===== src/rtl/reorder_pkg.sv =====
package reorder_pkg;

   // address ordering currently applied by the address generator
   typedef enum logic {
      ORD_NATURAL  = 1'b0,
      ORD_REVERSED = 1'b1
   } order_e;

   function automatic order_e order_flip(input order_e o);
      return (o == ORD_NATURAL) ? ORD_REVERSED : ORD_NATURAL;
   endfunction

endpackage


===== src/rtl/reorder_addr_gen.sv =====
module reorder_addr_gen
   import reorder_pkg::*;
#(
   parameter int DEPTH = 8,
   localparam int AW = $clog2(DEPTH)
) (
   input  logic          clk,
   input  logic          rst_n,
   input  logic          step,
   output logic [AW-1:0] addr,
   output logic          frame_head,
   output logic          primed
);

   localparam logic [AW-1:0] LAST_IDX = AW'(DEPTH - 1);

   logic [AW-1:0] idx_q;
   order_e        order_q;
   logic          primed_q;

   always_ff @(posedge clk or negedge rst_n) begin
      if (!rst_n) begin
         idx_q    <= '0;
         order_q  <= ORD_NATURAL;
         primed_q <= 1'b0;
      end else if (step) begin
         idx_q <= idx_q + 1'b1;
         if (idx_q == LAST_IDX) begin
            order_q  <= order_flip(order_q);
            primed_q <= 1'b1;
         end
      end
   end

   // one two-way selector per address bit: own bit or mirrored bit
   for (genvar b = 0; b < AW; b++) begin : g_bit_sel
      assign addr[b] = (order_q == ORD_REVERSED) ? idx_q[AW-1-b] : idx_q[b];
   end

   assign frame_head = (idx_q == '0);
   assign primed     = primed_q;

endmodule


===== src/rtl/reorder_ram.sv =====
module reorder_ram #(
   parameter int WIDTH = 8,
   parameter int DEPTH = 8,
   localparam int AW = $clog2(DEPTH)
) (
   input  logic             clk,
   input  logic             rst_n,
   input  logic             en,
   input  logic [AW-1:0]    addr,
   input  logic [WIDTH-1:0] wdata,
   output logic [WIDTH-1:0] rdata
);

   logic [WIDTH-1:0] mem [DEPTH];

   // storage array: no reset, written on every enabled cycle
   always_ff @(posedge clk) begin
      if (en) mem[addr] <= wdata;
   end

   // registered read sees the old word: read-first on same address
   always_ff @(posedge clk or negedge rst_n) begin
      if (!rst_n)  rdata <= '0;
      else if (en) rdata <= mem[addr];
   end

endmodule


===== src/rtl/inplace_reorder_buf.sv =====
module inplace_reorder_buf #(
   parameter int WIDTH = 8,
   parameter int DEPTH = 8,
   localparam int AW = $clog2(DEPTH)
) (
   input  logic             clk,
   input  logic             rst_n,
   input  logic             in_valid,
   input  logic [WIDTH-1:0] in_data,
   output logic             out_valid,
   output logic [WIDTH-1:0] out_data,
   output logic             out_sof
);

   // frame length must be a power of two, at least 2
   if (DEPTH < 2 || (DEPTH & (DEPTH - 1)) != 0) begin : g_bad_depth
      $error("inplace_reorder_buf: DEPTH must be a power of two >= 2");
   end
   if (WIDTH < 1) begin : g_bad_width
      $error("inplace_reorder_buf: WIDTH must be at least 1");
   end

   logic [AW-1:0] addr;
   logic          frame_head;
   logic          primed;
   logic          valid_q;
   logic          sof_q;

   reorder_addr_gen #(.DEPTH(DEPTH)) u_addr (
      .clk        (clk),
      .rst_n      (rst_n),
      .step       (in_valid),
      .addr       (addr),
      .frame_head (frame_head),
      .primed     (primed)
   );

   reorder_ram #(.WIDTH(WIDTH), .DEPTH(DEPTH)) u_ram (
      .clk   (clk),
      .rst_n (rst_n),
      .en    (in_valid),
      .addr  (addr),
      .wdata (in_data),
      .rdata (out_data)
   );

   always_ff @(posedge clk or negedge rst_n) begin
      if (!rst_n) begin
         valid_q <= 1'b0;
         sof_q   <= 1'b0;
      end else begin
         valid_q <= in_valid & primed;
         sof_q   <= in_valid & primed & frame_head;
      end
   end

   assign out_valid = valid_q;
   assign out_sof   = sof_q;

endmodule


===== config.mk =====
export PLATFORM = sky130hd
export DESIGN_NAME = inplace_reorder_buf
export DESIGN_NICKNAME = d
export VERILOG_FILES = /design/src/rtl/reorder_pkg.sv /design/src/rtl/reorder_addr_gen.sv /design/src/rtl/reorder_ram.sv /design/src/rtl/inplace_reorder_buf.sv
export SDC_FILE = /design/constraint.sdc
export NUM_CORES = 1
export LEC_CHECK = 0
export ABC_AREA = 1
export BUFFER_PORTS_ARGS = -buffer_cell sky130_fd_sc_hd__buf_2
export CAP_MARGIN = 20
export CORE_MARGIN = 1.5
export CORE_UTILIZATION = 45
export DETAILED_ROUTE_END_ITERATION = 10
export GPL_TIMING_DRIVEN = 0
export SETUP_SLACK_MARGIN = 0.5
export SYNTH_ARGS = -nofsm -noshare
export SYNTH_HDL_FRONTEND = slang
export SYNTH_SLANG_ARGS = --single-unit

===== constraint.sdc =====
create_clock -name clk -period 2.06 [get_ports clk]
set_input_delay 0.103 -clock clk [delete_from_list [all_inputs] [get_ports clk]]
set_output_delay 0.103 -clock clk [all_outputs]
set_load 0.01 [all_outputs]

Word level (Yosys, flattened, before mapping)
Memory sizes are Yosys's and may differ from the RTL's. A register that Yosys moved wholly into a read port is not among the register bits.
Index checks and enable logic that the tools add are counted.

word-level totals
  bits in registers = 7
  RAM bits = 64
  input port bits = 11
  output and inout bits = 10
  memories = 1

operators by class
  add/subtract/negate cells = 1
  eq/ne operators = 1
  muxes and demuxes = 5
  bitwise logic cells = 2
  reductions and logical operators = 3

memories
  name       words  width  read ports  clocked after memory_dff  write ports  line               RTL
  u_ram.mem  8      8      1           1                         1            reorder_ram.sv:14  logic [WIDTH-1:0] mem [DEPTH];

operator list
  operator             number
  $mux 1               5
  $add 3x1->3 const B  1
  $eq 3x3->1 const B   1
  $logic_not 3->1      1
  $and 1x1->1          2
  $reduce_and 2->1     1
  $logic_not 1->1      1

Longest topological paths before layout
  word-level depth = 2
  mapped depth = 9
  mapped depth without buffers = 9

By module
From an unflattened synthesis, not the netlist that was laid out.

second synthesis, totals
  cell total of the unflattened synthesis = 325
  area total of the unflattened synthesis = 3405.8 um^2

modules (own cells, without submodules)
  module               instances  cells each  area an instance (um^2)  seq. area each (um^2)
  reorder_ram          1          286         3069.2                   2122.0
  reorder_addr_gen     1          33          269.0                    125.1
  inplace_reorder_buf  1          6           67.6                     50.0

Worst setup path before layout
No wires, ideal clock.

  path type = register -> register
  start point = register u_addr.order_q
  end point = memory u_ram.mem[1][0], enable pin
  setup time = 0.370 ns
  arrival = 1.355 ns
  setup slack = 0.335 ns
  stages on the path, launching flop included = 7
  path buffers = 1
  clock period less this slack = 1.725 ns
  cells stage by stage = dfrtp_1 -> inv_2 -> nand2_4 -> nand2_4 -> nand2_2 -> buf_4 -> nor2_1

on the way
  longest elaborated chain between the ends = 1
  elaborated cells between the ends (all ways) = 2

RTL lines
  item                      line                    RTL
  start: declaration        reorder_addr_gen.sv:18  order_e order_q;
  start signal: assignment  reorder_addr_gen.sv:29  order_q <= order_flip(order_q);
  $mux 1                    reorder_addr_gen.sv:37  assign addr[b] = (order_q == ORD_REVERSED) ? idx_q[AW-1-b] : idx_q[b];
  end: declaration          reorder_ram.sv:14

Several ways; a longest one is shown, not always the timed one.

Final worst setup path
  start point = register u_addr.idx_q[2]
  end point = memory u_ram.mem[4][1], enable pin

on the way
  longest elaborated chain between the ends = 1
  elaborated cells between the ends (all ways) = 2

RTL lines
  item                      line                    RTL
  start: declaration        reorder_addr_gen.sv:17  logic [AW-1:0] idx_q;
  start signal: assignment  reorder_addr_gen.sv:27  idx_q <= idx_q + 1'b1;
  $mux 1                    reorder_addr_gen.sv:37

Several ways; a longest one is shown, not always the timed one.

==> results.json <==
{
  "outcome": "complete, no violations",
  "port_buffers": 19,
  "worstMarginPinSlew_ps": 640.7,
  "critPathMostFrequentCell": "nor2_4",
  "final_max_slew_viol_count": 0,
  "cts-buffers-inserted": 9,
  "vias_per_cell": 4.698,
  "synth_nets": 335,
  "overflow": 0,
  "cap_violations": 0,
  "synth_seq_cells": 79,
  "grt_first_pass_wirelength_um": 10900,
  "rows": 31,
  "switching_power_w": 0.002398,
  "whs_ps": 56.39,
  "pin_count": 21,
  "worstPathMaxFanout": 8,
  "setup_tns_ps": 0,
  "instances_no_fill": 473,
  "crit_buf_inv": 1,
  "clock_latency_ps": 350,
  "rsz0062_at_grt": "yes",
  "gp_congestion": 0.8422,
  "grt_max_degree": 16,
  "avgSynthCellArea_sq_um": 10.50,
  "dp.final_hpwl_um": 4589,
  "arrival_ps": 1650,
  "r2r_cells": 5,
  "num_vias": 2222,
  "swShare_pct": 38.27,
  "finalSetupViolCount": 0,
  "p_per_area_nw_per_um2": 1497,
  "drt_wl_total_um": 6995,
  "cts_tree": "done",
  "syn_inst": 321,
  "fp.dieArea_sq_um": 8022,
  "r2r_slack_ps": 440,
  "crit_family": "simple AND/OR/NAND/NOR gates",
  "die_h_um": 89.57,
  "r2r-end": "u_ram.mem[4][1]",
  "final_nets": 384,
  "synth_area_sq_um": 3372,
  "final_cell_mix": "66 x nand2_1, 64 x edfxtp_1, 53 x inv_1",
  "clock_sinks": 79,
  "combPwrFrac_pct": 44.1,
  "cts_htree_levels": 3,
  "p_int_w": 0.003868,
  "timing.fmax_mhz": 617.0,
  "share_seq_of_total_power_pct": 36.3,
  "p_leak_nw": 1.811,
  "cp_slowest_cell": "dfrtp_2",
  "antenna_found_initial": 0,
  "clock_tree.root_cell": "clkbuf_8",
  "wl_per_cell_um": 14.79,
  "cts_buffer_depth": 2,
  "crit_required_ps": 2090,
  "min-delay-path-class": "in -> reg",
  "r2r-start": "u_addr.idx_q[2]",
  "slew_headroom_pct": 57.29,
  "post-place-cells": 439,
  "layout-drive-gt1-share_pct": 25.94,
  "synth.distinct_cells": 20,
  "critical_path_class": "reg -> reg",
  "fin_crit_sh_pct": 78.68,
  "drt_pass1_iterations": 4,
  "num_antenna_cells": 0,
  "cp_cell_sequence": "nand2_4 > nand2_8 > nor2_4 > clkinvlp_4 > nor2_4",
  "initial_core_util_pct": 46.49,
  "min_period_ps": 1621,
  "yosysSeqAreaShare_pct": 68.13,
  "clkPwrFrac_pct": 19.5,
  "critPathMaxStageDelay_ps": 460,
  "peakVddDrop_mv": 0.6900,
  "coreArea_sq_um": 7253,
  "synth_warnings": 0,
  "cp-start-kind": "flop",
  "holdPathStages": 1,
  "min-delay-start": "in_data[6]",
  "die-width_um": 89.57,
  "fin_skew_ps": 9.724,
  "grt_pass1_vias": 2083,
  "antenna_left": 0,
  "final_common_cell": "nand2_1",
  "hold_viol_final": 0,
  "setup.worst_path.end_class": "flop",
  "holdPathEnd": "u_ram.mem[1][6]",
  "track_usage_pct": 19.76,
  "clk_pin_slew_ps": 80,
  "syn2layout_area_growth_pct": 24.08,
  "drc": 0,
  "drtIter0Drc": 119
}
metal layers:
metal / part of all wire, % / track usage, % / up-vias
met5: 0 / 0 / -
met4: 1.2 / 7.972 / 0
met3: 5.1 / 3.324 / 7
met2: 50 / 33.24 / 62
met1: 44 / 25.44 / 1031
li1: - / - / 1122
power groups by stage:
| stage | combinational [W] | clock [W] | sequential, W |
|---|---|---|---|
| after global routing | 0.00305 | 0.00130 | 0.00232 |
| after floorplan | 0.00133 | 0 | 0.00231 |
| after detailed placement | 0.00197 | 0 | 0.00229 |
| after global placement | 0.00193 | 0 | 0.00228 |
| final | 0.00276 | 0.00122 | 0.00228 |
| after CTS | 0.00247 | 0.00123 | 0.00228 |
logic make-up after synthesis:
group,Yosys count,synth area share (%)
DFF,79,68.13
buffers and inverters,65,7.829
xor gates and xnor gates,2,0.5196
adders and majority gates,3,1.113
and+or+nand+nor,170,22.12
AOI/OAI and AO/OA,2,0.2969
timing repair:
action	4_1_cts	5_1_grt
pin swaps	12	15
cloned	2	0
buffers inserted	12	4
setup endpoints to repair	72	72
endpoints found under the hold margin	15	0
hold buffers	1	0
resized for setup	28	21
how the worst max path moves through the flow:
| stage | startpoint | to | depth (start not counted) |
|---|---|---|---|
| after floorplan | u_addr.order_q | u_ram.mem[0][0] | 5 |
| after global placement | u_addr.order_q | u_ram.mem[4][3] | 5 |
| after detailed placement | u_addr.idx_q[0] | u_ram.mem[7][1] | 6 |
| after CTS | u_addr.order_q | u_ram.mem[2][7] | 6 |
| after global routing | u_addr.idx_q[0] | u_ram.mem[4][1] | 5 |
| final | u_addr.idx_q[2] | u_ram.mem[4][1] | 5 |
Yosys cell counts:
| cell | instances | area [sq um] |
|---|---|---|
| o21ai_0 | 2 | 10.01 |
| nand3_1 | 32 | 160.2 |
| nand2_1 | 72 | 270.3 |
| nor2_4 | 1 | 11.26 |
| ha_1 | 3 | 37.54 |
| nand2_2 | 3 | 18.77 |
| nand3b_1 | 8 | 60.06 |
| buf_6 | 2 | 22.52 |
| buf_4 | 1 | 7.510 |
| inv_1 | 57 | 214.0 |
| nor2_1 | 49 | 183.9 |
| clkbuf_1 | 1 | 3.750 |
| buf_1 | 1 | 3.750 |
| dfrtp_1 | 15 | 375.4 |
| inv_2 | 2 | 7.510 |
| xor2_1 | 2 | 17.52 |
| edfxtp_1 | 64 | 1922 |
| buf_2 | 1 | 5.000 |
| nand2_4 | 2 | 22.52 |
| nor2_2 | 3 | 18.77 |
worst register-to-register path, cell delays in order, from the launching register on:
cell	delay, ps
dfrtp_2	460
nand2_4	130
nand2_8	70
nor2_4	120
clkinvlp_4	220
nor2_4	300
sequential cells by signal, indices dropped and copies added (netlist names):
register / count
out_sof: 1
u_ram.rdata: 8
out_valid: 1
u_addr.idx_q: 3
u_ram.mem: 64
u_addr.primed: 1
u_addr.order_q: 1
per-stage QoR:
| step | utilization, % | power, W | setup WS, ps | instance area [sq um] |
|---|---|---|---|---|
| after global routing | 57.68 | 0.006674 | 368.0 | 4184 |
| final | 57.68 | 0.006265 | 439.1 | 4184 |
| after CTS | 56.12 | 0.005979 | 387.3 | 4070 |
| after floorplan | - | 0.003635 | 471.1 | 3392 |
| after global placement | 49.78 | 0.004212 | 82.26 | 3611 |
| after detailed placement | 49.78 | 0.004253 | 53.87 | 3611 |
area by class of cell:
type | count | area, sq um
multi-input cells | 177 | 973.4
flip-flops and latches | 79 | 2302
well taps | 99 | 123.9
fillers | 642 | 3069
repair buffers | 38 | 281.5
inverters | 59 | 227.7
clock inverters | 6 | 86.33
clock buffers | 9 | 123.9
plain buffers | 6 | 65.06
Power figures use the tool's default switching activity.
